`src/rtl/simd_bank_pkg.sv`:
```
`timescale 1ns/1ps
package simd_bank_pkg;
  localparam int unsigned IDX_W = 5;

  localparam logic [IDX_W-1:0] U8_LO  = 5'd8;
  localparam logic [IDX_W-1:0] S16_LO = 5'd16;
  localparam logic [IDX_W-1:0] U16_LO = 5'd24;
  localparam logic [IDX_W-1:0] S32_LO = 5'd30;

  localparam logic [1:0] MODE_FORCE = 2'b01;

  typedef enum logic [2:0] {
    BK_S8, BK_U8, BK_S16, BK_U16, BK_S32, BK_ZERO, BK_PRED
  } bank_e;

  typedef enum logic [1:0] {LW_8, LW_16, LW_32} lane_w_e;

  function automatic bank_e bank_of(logic [IDX_W-1:0] idx);
    if (idx == '0)              return BK_ZERO;
    else if (idx == 5'd1)       return BK_PRED;
    else if (idx < U8_LO)       return BK_S8;
    else if (idx < S16_LO)      return BK_U8;
    else if (idx < U16_LO)      return BK_S16;
    else if (idx < S32_LO)      return BK_U16;
    else                        return BK_S32;
  endfunction
endpackage

```
`src/rtl/simd_bank_decode.sv`:
```
`timescale 1ns/1ps
module simd_bank_decode
  import simd_bank_pkg::*;
(
  input  logic [IDX_W-1:0] rd_idx_i,
  input  logic [IDX_W-1:0] rs1_idx_i,
  input  logic [IDX_W-1:0] rs2_idx_i,
  output logic             legal_o,
  output logic             zero_a_o,
  output logic             zero_b_o,
  output lane_w_e          width_o,
  output logic             signed_o
);
  bank_e bd, b1, b2;

  assign bd = bank_of(rd_idx_i);
  assign b1 = bank_of(rs1_idx_i);
  assign b2 = bank_of(rs2_idx_i);

  assign zero_a_o = (b1 == BK_ZERO);
  assign zero_b_o = (b2 == BK_ZERO);

  always_comb begin
    legal_o = (bd != BK_ZERO) && (bd != BK_PRED)
           && (zero_a_o || b1 == bd)
           && (zero_b_o || b2 == bd);
    unique case (bd)
      BK_S8, BK_U8:   width_o = LW_8;
      BK_S16, BK_U16: width_o = LW_16;
      default:        width_o = LW_32;
    endcase
    signed_o = (bd == BK_S8) || (bd == BK_S16) || (bd == BK_S32);
  end
endmodule

```
`src/rtl/simd_lane_alu.sv`:
```
`timescale 1ns/1ps
module simd_lane_alu #(
  parameter int unsigned W = 8
) (
  input  logic [W-1:0] a_i,
  input  logic [W-1:0] b_i,
  input  logic         sub_i,
  input  logic         halve_i,
  input  logic         sgn_i,
  input  logic         sat_i,
  output logic [W-1:0] res_o,
  output logic         clamp_o
);
  localparam int unsigned EW = W + 2;

  logic signed [EW-1:0] ea, eb, s;
  logic signed [EW-1:0] smax, smin, umax, zero;
  logic hi, lo;

  assign ea = sgn_i ? {{2{a_i[W-1]}}, a_i} : {2'b00, a_i};
  assign eb = sgn_i ? {{2{b_i[W-1]}}, b_i} : {2'b00, b_i};
  assign s  = sub_i ? (ea - eb) : (ea + eb);

  assign smax = {{3{1'b0}}, {(W-1){1'b1}}};
  assign smin = {{3{1'b1}}, {(W-1){1'b0}}};
  assign umax = {2'b00, {W{1'b1}}};
  assign zero = '0;

  assign hi = sgn_i ? (s > smax) : (s > umax);
  assign lo = sgn_i ? (s < smin) : (s < zero);

  always_comb begin
    clamp_o = 1'b0;
    if (halve_i) begin
      res_o = s[W:1];                 // exact floor divide by two
    end else if (sat_i && hi) begin
      res_o   = sgn_i ? {1'b0, {(W-1){1'b1}}} : {W{1'b1}};
      clamp_o = 1'b1;
    end else if (sat_i && lo) begin
      res_o   = sgn_i ? {1'b1, {(W-1){1'b0}}} : {W{1'b0}};
      clamp_o = 1'b1;
    end else begin
      res_o = s[W-1:0];
    end
  end
endmodule

```
`src/rtl/simd_bank_adder.sv`:
```
`timescale 1ns/1ps
module simd_bank_adder
  import simd_bank_pkg::*;
#(
  parameter int unsigned XLEN = 32
) (
  input  logic              clk_i,
  input  logic              rst_ni,
  input  logic              valid_i,
  input  logic [1:0]        op_i,
  input  logic [1:0]        mode_i,
  input  logic              sat_en_i,
  input  logic [IDX_W-1:0]  rd_idx_i,
  input  logic [IDX_W-1:0]  rs1_idx_i,
  input  logic [IDX_W-1:0]  rs2_idx_i,
  input  logic [XLEN-1:0]   rs1_val_i,
  input  logic [XLEN-1:0]   rs2_val_i,
  input  logic [XLEN-1:0]   rd_old_i,
  input  logic [XLEN-1:0]   pred_i,
  output logic [XLEN-1:0]   result_o,
  output logic [XLEN/8-1:0] lane_we_o,
  output logic              wr_en_o,
  output logic              illegal_o,
  output logic              overflow_o
);
  localparam int unsigned NB = XLEN / 8;
  localparam int unsigned NH = XLEN / 16;

  logic          legal, zero_a, zero_b, sgn, sat, sub, halve;
  lane_w_e       width;
  logic [XLEN-1:0] a_v, b_v, pmask;
  logic [XLEN-1:0] res8, res16, res32, raw, merged;
  logic [NB-1:0] clamp8, en8, be;
  logic [NH-1:0] clamp16, en16;
  logic          clamp32, en32, hit;

  simd_bank_decode u_dec (
    .rd_idx_i (rd_idx_i),
    .rs1_idx_i(rs1_idx_i),
    .rs2_idx_i(rs2_idx_i),
    .legal_o  (legal),
    .zero_a_o (zero_a),
    .zero_b_o (zero_b),
    .width_o  (width),
    .signed_o (sgn)
  );

  assign a_v   = zero_a ? '0 : rs1_val_i;
  assign b_v   = zero_b ? '0 : rs2_val_i;
  assign sub   = op_i[0];
  assign halve = op_i[1];
  assign sat   = (mode_i == MODE_FORCE) || sat_en_i;
  assign pmask = mode_i[1] ? (mode_i[0] ? ~pred_i : pred_i) : '1;

  for (genvar i = 0; i < NB; i++) begin : g_byte
    simd_lane_alu #(.W(8)) u_alu (
      .a_i(a_v[8*i +: 8]), .b_i(b_v[8*i +: 8]),
      .sub_i(sub), .halve_i(halve), .sgn_i(sgn), .sat_i(sat),
      .res_o(res8[8*i +: 8]), .clamp_o(clamp8[i])
    );
    assign en8[i] = pmask[8*i];
  end

  for (genvar j = 0; j < NH; j++) begin : g_half
    simd_lane_alu #(.W(16)) u_alu (
      .a_i(a_v[16*j +: 16]), .b_i(b_v[16*j +: 16]),
      .sub_i(sub), .halve_i(halve), .sgn_i(sgn), .sat_i(sat),
      .res_o(res16[16*j +: 16]), .clamp_o(clamp16[j])
    );
    assign en16[j] = pmask[16*j];
  end

  simd_lane_alu #(.W(XLEN)) u_word (
    .a_i(a_v), .b_i(b_v),
    .sub_i(sub), .halve_i(halve), .sgn_i(sgn), .sat_i(sat),
    .res_o(res32), .clamp_o(clamp32)
  );
  assign en32 = pmask[0];

  logic unused_pmask;
  assign unused_pmask = ^pmask;

  always_comb begin
    be  = '0;
    raw = res32;
    hit = 1'b0;
    unique case (width)
      LW_8: begin
        be  = en8;
        raw = res8;
        hit = |(clamp8 & en8);
      end
      LW_16: begin
        for (int j = 0; j < NH; j++) be[2*j +: 2] = {2{en16[j]}};
        raw = res16;
        hit = |(clamp16 & en16);
      end
      default: begin
        be  = {NB{en32}};
        raw = res32;
        hit = clamp32 & en32;
      end
    endcase
    for (int i = 0; i < NB; i++)
      merged[8*i +: 8] = be[i] ? raw[8*i +: 8] : rd_old_i[8*i +: 8];
  end

  always_ff @(posedge clk_i or negedge rst_ni) begin
    if (!rst_ni) begin
      result_o   <= '0;
      lane_we_o  <= '0;
      wr_en_o    <= 1'b0;
      illegal_o  <= 1'b0;
      overflow_o <= 1'b0;
    end else begin
      wr_en_o   <= valid_i && legal;
      illegal_o <= valid_i && !legal;
      lane_we_o <= (valid_i && legal) ? be : '0;
      if (valid_i && legal) begin
        result_o <= merged;
        if (hit) overflow_o <= 1'b1;
      end
    end
  end
endmodule

```
`config.mk`:
```
export PLATFORM = sky130hd
export DESIGN_NAME = simd_bank_adder
export DESIGN_NICKNAME = d
export VERILOG_FILES = /design/src/rtl/simd_bank_pkg.sv /design/src/rtl/simd_bank_decode.sv /design/src/rtl/simd_lane_alu.sv /design/src/rtl/simd_bank_adder.sv
export SDC_FILE = /design/constraint.sdc
export NUM_CORES = 1
export LEC_CHECK = 0
export BUFFER_PORTS_ARGS = -buffer_cell sky130_fd_sc_hd__buf_2
export CORE_MARGIN = 4
export CORE_UTILIZATION = 59
export DETAILED_ROUTE_END_ITERATION = 10
export PLACE_DENSITY = 0.88
export SLEW_MARGIN = 0
export SYNTH_ARGS = -nofsm -noshare
export SYNTH_HDL_FRONTEND = slang
export SYNTH_SLANG_ARGS = --single-unit
```
`constraint.sdc`:
```
create_clock -name clk_i -period 1.39 [get_ports clk_i]
set_input_delay 0.3475 -clock clk_i [delete_from_list [all_inputs] [get_ports clk_i]]
set_output_delay 0.3475 -clock clk_i [all_outputs]
set_load 0.05 [all_outputs]
```
==> reports/results.tsv, run 1 <==
stage	metric	value	unit
logic_synthesis	Mapped Nets	1717	
grt	GRT overflow	506	
logic_synthesis	yosys synthesis warning count	0	
logic_synthesis	Post-synth EDFFs	0	
logic_synthesis	Mapped Area	9940	µm²
floorplan	row cnt	47	
grt	Total GRT Usage	0.872	
cts	clock sink count	39	
logic_synthesis	adder-cell area share of the yosys netlist	0.103	
cts	Root Driver	clkbuf_16	
logic_synthesis	multiplexer share of the synthesized area	0.00642	
grt	number of global-route vias before repair	21500	
logic_synthesis	ys async rst share	1.00	
logic_synthesis	Synth Area in Simple Gates	0.263	
place	DP Cell Count	2279	
cts	# H-tree levels	2	
place	Post-DP HPWL	41200	µm
place	Post-Place Setup Slack	-3810	ps
place	Area after DPL	14600	µm²
logic_synthesis	Synth Area in XOR/XNOR	0.112	
status	outcome	did not finish	
floorplan	Chip Height	138	µm
logic_synthesis	largest family of logic cells by synthesized area	compound AO/OA/AOI/OAI gates	
logic_synthesis	synthesized flop and latch total	39	
logic_synthesis	Synth Area in Compound Gates	0.369	
logic_synthesis	synthesized instance count	1487	
logic_synthesis	ys flop type	dfrtp_1	
floorplan	Die Span X	138	µm
floorplan	initial core utilization	0.601	
place	RD Place Congestion	1.21	
cts	TritonCTS Buffers	5	
logic_synthesis	synthesized area per cell	6.68	µm²
place	number of port buffers	161	
status	Stop Error	[ERROR GRT-0116] Global routing finished with congestion. Check the congestion regions in the DRC Viewer.	
grt	largest net degree at the start of global routing	40	
grt	first-pass GRT wire length	130000	µm
logic_synthesis	Synth cell types	84	
logic_synthesis	sequential fraction of the synthesis area	0.0982	
status	Stop stage	5_1_grt	
floorplan	# IOs	190	
cts	Clock Tree Buf Depth	2	
cts	Hold Buf Count CTS	0	
[timing repair]
item                       in CTS
setup endpoints to repair      39
gates resized for setup       154
setup buffers                  35
pin swaps                      74
cloned                          5
[synthesized netlist by cell type (all sizes together) (8+ instances only)]
cell type	n	share of area
o21ai	157	0.079
o21a	16	0.012
a221o	13	0.013
nor3	34	0.017
nor2	117	0.044
and3	13	0.0082
clkbuf	73	0.028
nand4	10	0.0063
nand2	177	0.067
a221oi	8	0.0077
a211oi	10	0.0076
nand2b	19	0.012
o22ai	10	0.0063
ha	75	0.094
nor4	13	0.0088
and2	44	0.028
nor2b	18	0.011
inv	42	0.016
or2	11	0.0069
dfrtp	39	0.098
a21o	29	0.022
xnor2	68	0.060
o21bai	12	0.0091
o211ai	23	0.017
xor2	59	0.052
a21oi	149	0.075
or3	29	0.019
nand3	34	0.017
o31ai	15	0.011
buf	9	0.0049
a21boi	9	0.0068
a31oi	37	0.023
[kinds of logic after synthesis]
logic type                 Yosys count
DFF                                 39
and+or+nand+nor                    539
muxes                                6
buffers and inverters              125
xor gates and xnor gates           127
AOI/OAI and AO/OA                  572
adders and majority gates           79
[through the flow]
stage | hold WS [ps] | setup TNS [ps]
4_1_cts | 20.5 | -104610
3_5_place_dp | 326 | -129330
3_3_place_gp | 325 | -114260
2_1_floorplan | 51.9 | -109160
[routing by layer]
| metal | overflow | GRT usage |
|---|---|---|
| met1 | 20 | 0.811 |
| met2 | 333 | 1.04 |
| met3 | 12 | 0.760 |
| met4 | 137 | 0.929 |
| met5 | 4 | 0.483 |
==> run 2, diff against run 1 <==
Settings changed: CORE_UTILIZATION 59 to 40, PLACE_DENSITY 0.88 to not set, PLACE_DENSITY_LB_ADDON set to 0.15.
==> reports/results.tsv, run 2 <==
stage	metric	value	unit
worst_setup_path	CP startpoint	rs2_idx_i[3]	
timing	Worst Tran Pin Value	582	ps
cts	# H-tree levels	2	
final_layout	Top reg by flops	result_o	
final_layout	Largest register FFs	32	
logic_synthesis	synthesized flop and latch total	39	
grt	Total GRT Usage	0.309	
final_layout	biggest regs	result_o x32, lane_we_o x4	
cts	Clock Tree Buf Depth	2	
timing	Setup WS post-layout	-3000	ps
worst_setup_path	Setup crit end kind	register	
logic_synthesis	Synth cell types	84	
grt	first-pass GRT wire length	70300	µm
worst_setup_path	CP max-delay cell	or3_4	
logic_synthesis	Synth area leader	dfrtp_1	
logic_synthesis	most common cell in the synthesized netlist	nand2_1	
place	number of port buffers	161	
place	RD Place Congestion	0.978	
detailed_routing	routed vias	14200	
final_layout	Antenna Cells	0	
detailed_routing	routed wire length	45500	µm
timing	Hold Worst Slack	20.0	ps
grt	largest net degree at the start of global routing	40	
logic_synthesis	ys async rst share	1.00	
final_layout	Finished Layout Cells	2500	
timing	post-layout min period	4390	ps
logic_synthesis	synthesized area per cell	6.68	µm²
place	DP Cell Count	2435	
grt	number of global-route vias before repair	13200	
timing	final hold viol count	0	
timing	final worst-path cycle share	3.16	
timing	fmax	228	MHz
logic_synthesis	sequential fraction of the synthesis area	0.0982	
logic_synthesis	area share of the leading cell type in the synthesized netlist	0.0982	
worst_setup_path	Reg2Reg Launch Point	result_o[8]$_DFFE_PN0P_	
power_and_ir_drop	Max VDD drop	1340	µV
power_and_ir_drop	power per cell area	1030	nW/µm²
cts	Hold Buf Count CTS	0	
detailed_routing	detailed-route vias per instance	5.67	
grt	GRT overflow	0	
cts	TritonCTS Buffers	5	
logic_synthesis	Mapped Area	9940	µm²
logic_synthesis	yosys synthesis warning count	0	
status	outcome	complete, but fails checks	
worst_setup_path	CP max stage delay	390	ps
grt	initial antenna violation count	0	
logic_synthesis	Synth Area in Compound Gates	0.369	
floorplan	Die Span X	166	µm
run	max-cap viol count	0	
power_and_ir_drop	Static Leak	7.98	nW
final_layout	synth-to-layout area growth	69.5	%
worst_setup_path	Worst R2R Path Depth	3	
floorplan	die area	27400	µm²
cts	Root Driver	clkbuf_16	
floorplan	core area	24400	µm²
timing	slew margin rel.	0.610	
logic_synthesis	top post-synthesis cells by count	nand2_1, o21ai_0, a21oi_1, nor2_1, ha_1	
place	Post-Place Setup Slack	-3600	ps
status	violated checks	setup timing	
logic_synthesis	Mapped Nets	1717	
worst_setup_path	R2R setup slack	360	ps
floorplan	row cnt	57	
worst_setup_path	reg2reg end	result_o[8]$_DFFE_PN0P_	
floorplan	# IOs	190	
timing	RSZ-0062 raised after global routing	yes	
worst_setup_path	WP data arrival	4560	ps
cts	TritonCTS clock tree	yes	
logic_synthesis	Synth Area in Simple Gates	0.263	
floorplan	Chip Height	166	µm
final_layout	area occupied by multi-input gates	9460	µm²
floorplan	initial core utilization	0.407	
detailed_routing	# DRC	0	
worst_setup_path	Req. time, crit path	1560	ps
worst_setup_path	critical path type	in -> reg	
logic_synthesis	largest family of logic cells by synthesized area	compound AO/OA/AOI/OAI gates	
timing	Final Max Slew Viols	0	
cts	clock sink count	39	
place	Area after DPL	15200	µm²
worst_setup_path	critical-path cell list	buf_8 > nor3_4 > nand2_4 > and2_4 > inv_4 > ha_4 > o21ai_4 > o21bai_4 > a21oi_2 > buf_6 > o21ai_2 > xor2_1 > ha_1 > buf_4 > and4_4 > and2_4 > a22oi_2 > o21ai_2 > o2111a_2 > or3_4 > a22o_4 > buf_6 > a21o_1 > a221o_1	
final_layout	most common cell after layout, fill and taps aside	buf_4	
final_layout	layout cell share with drive strength beyond 1	0.444	
cts	Worst-path clk slew	60	ps
detailed_routing	drt pass-1 iters	5	
final_layout	# fillers	2135	
logic_synthesis	ys flop type	dfrtp_1	
logic_synthesis	adder-cell area share of the yosys netlist	0.103	
logic_synthesis	synth top area cells	dfrtp_1, ha_1, o21ai_0	
logic_synthesis	multiplexer share of the synthesized area	0.00642	
logic_synthesis	Post-synth EDFFs	0	
final_layout	most frequent cells in the layout	buf_4, nand2_1, buf_2	
place	Post-DP HPWL	36900	µm
worst_setup_path	CP max FO	6	
timing	final setup fails	39	
logic_synthesis	synthesized instance count	1487	
cts	Clk Latency, worst-skew pair	280	ps
final_layout	Register Area	976	µm²
final_layout	# nets final	2405	
logic_synthesis	Synth Area in XOR/XNOR	0.112	
min_path	Hold WC Path Type	in -> async	
worst_setup_path	Worst setup SP type	input pin	
timing	final clock skew	0	ps
detailed_routing	ANT nets after route	0	
detailed_routing	DR WL/cell	18.2	µm
final_layout	design area	16800	µm²
detailed_routing	1st-iter DRT viols	1076	
[run 2: cell counts after synthesis]
No cell type changed its count.
[run 2: cell type report]
| type | count | area share |
|---|---|---|
| multi-input combinational | 1323 | 0.562 |
| timing repair buffer | 763 | 0.335 |
| sequential | 39 | 0.0579 |
| tap | 324 | 0.0241 |
| inverter | 43 | 0.0108 |
| clock buffer | 6 | 0.00825 |
| clock inverter | 2 | 0.00208 |
[run 2: timing repair]
| action | CTS | global route |
|---|---|---|
| pin swaps | 55 | 46 |
| endpoints found under the setup margin | 39 | 39 |
| gates cloned | 2 | 1 |
| gates resized for setup | 170 | 73 |
| buffers inserted | 43 | 12 |
[run 2: logic make-up after synthesis]
kind of cell / after synthesis
flops: 39
compound gates: 572
simple gates: 539
buf+inv: 125
fa+ha+maj: 79
mux: 6
xor+xnor: 127
[run 2: where the power goes]
part | switching (mW) | internal (mW)
clock network | 0.474 | 0.893
registers | 0.225 | 1.61
logic | 7.92 | 6.14
total | 8.62 | 8.64
[run 2: worst max-delay path by stage]
stage	end	slack, ps	depth (start not counted)
CTS	result_o[8]$_DFFE_PN0P_	-2820	24
detailed placement	result_o[2]$_DFFE_PN0P_	-3600	24
global route	result_o[2]$_DFFE_PN0P_	-3150	24
global placement	result_o[2]$_DFFE_PN0P_	-3500	25
floorplan	result_o[18]$_DFFE_PN0P_	-3360	25
finish	result_o[2]$_DFFE_PN0P_	-3000	24
[run 2: per-stage QoR]
stage	total power, mW	setup TNS [ps]	util
after floorplan	8.88	-109160	-
final	17.3	-101800	0.690
after detailed placement	14.4	-121300	0.622
after CTS	16.6	-94440	0.673
after global placement	14.2	-118670	0.622
after global routing	18.3	-107460	0.690
[run 2: metal layers]
metal | track usage | share of wire | vias up
li1 | - | - | 6869
met1 | 0.444 | 0.46 | 6622
met2 | 0.494 | 0.44 | 596
met3 | 0.0355 | 0.075 | 78
met4 | 0.0753 | 0.027 | 0
met5 | 0 | 0 | -
[run 2: critical path, delay by kind of cell]
family / cells / cell delay, ps
AND/OR/NAND/NOR: 6 / 1220
AO/OA/AOI/OAI: 10 / 1720
XOR/XNOR: 1 / 150
buffers and inverters: 5 / 610
adder cells (fa/ha/maj): 2 / 500
Note: power is estimated with default switching activity, not from simulation.
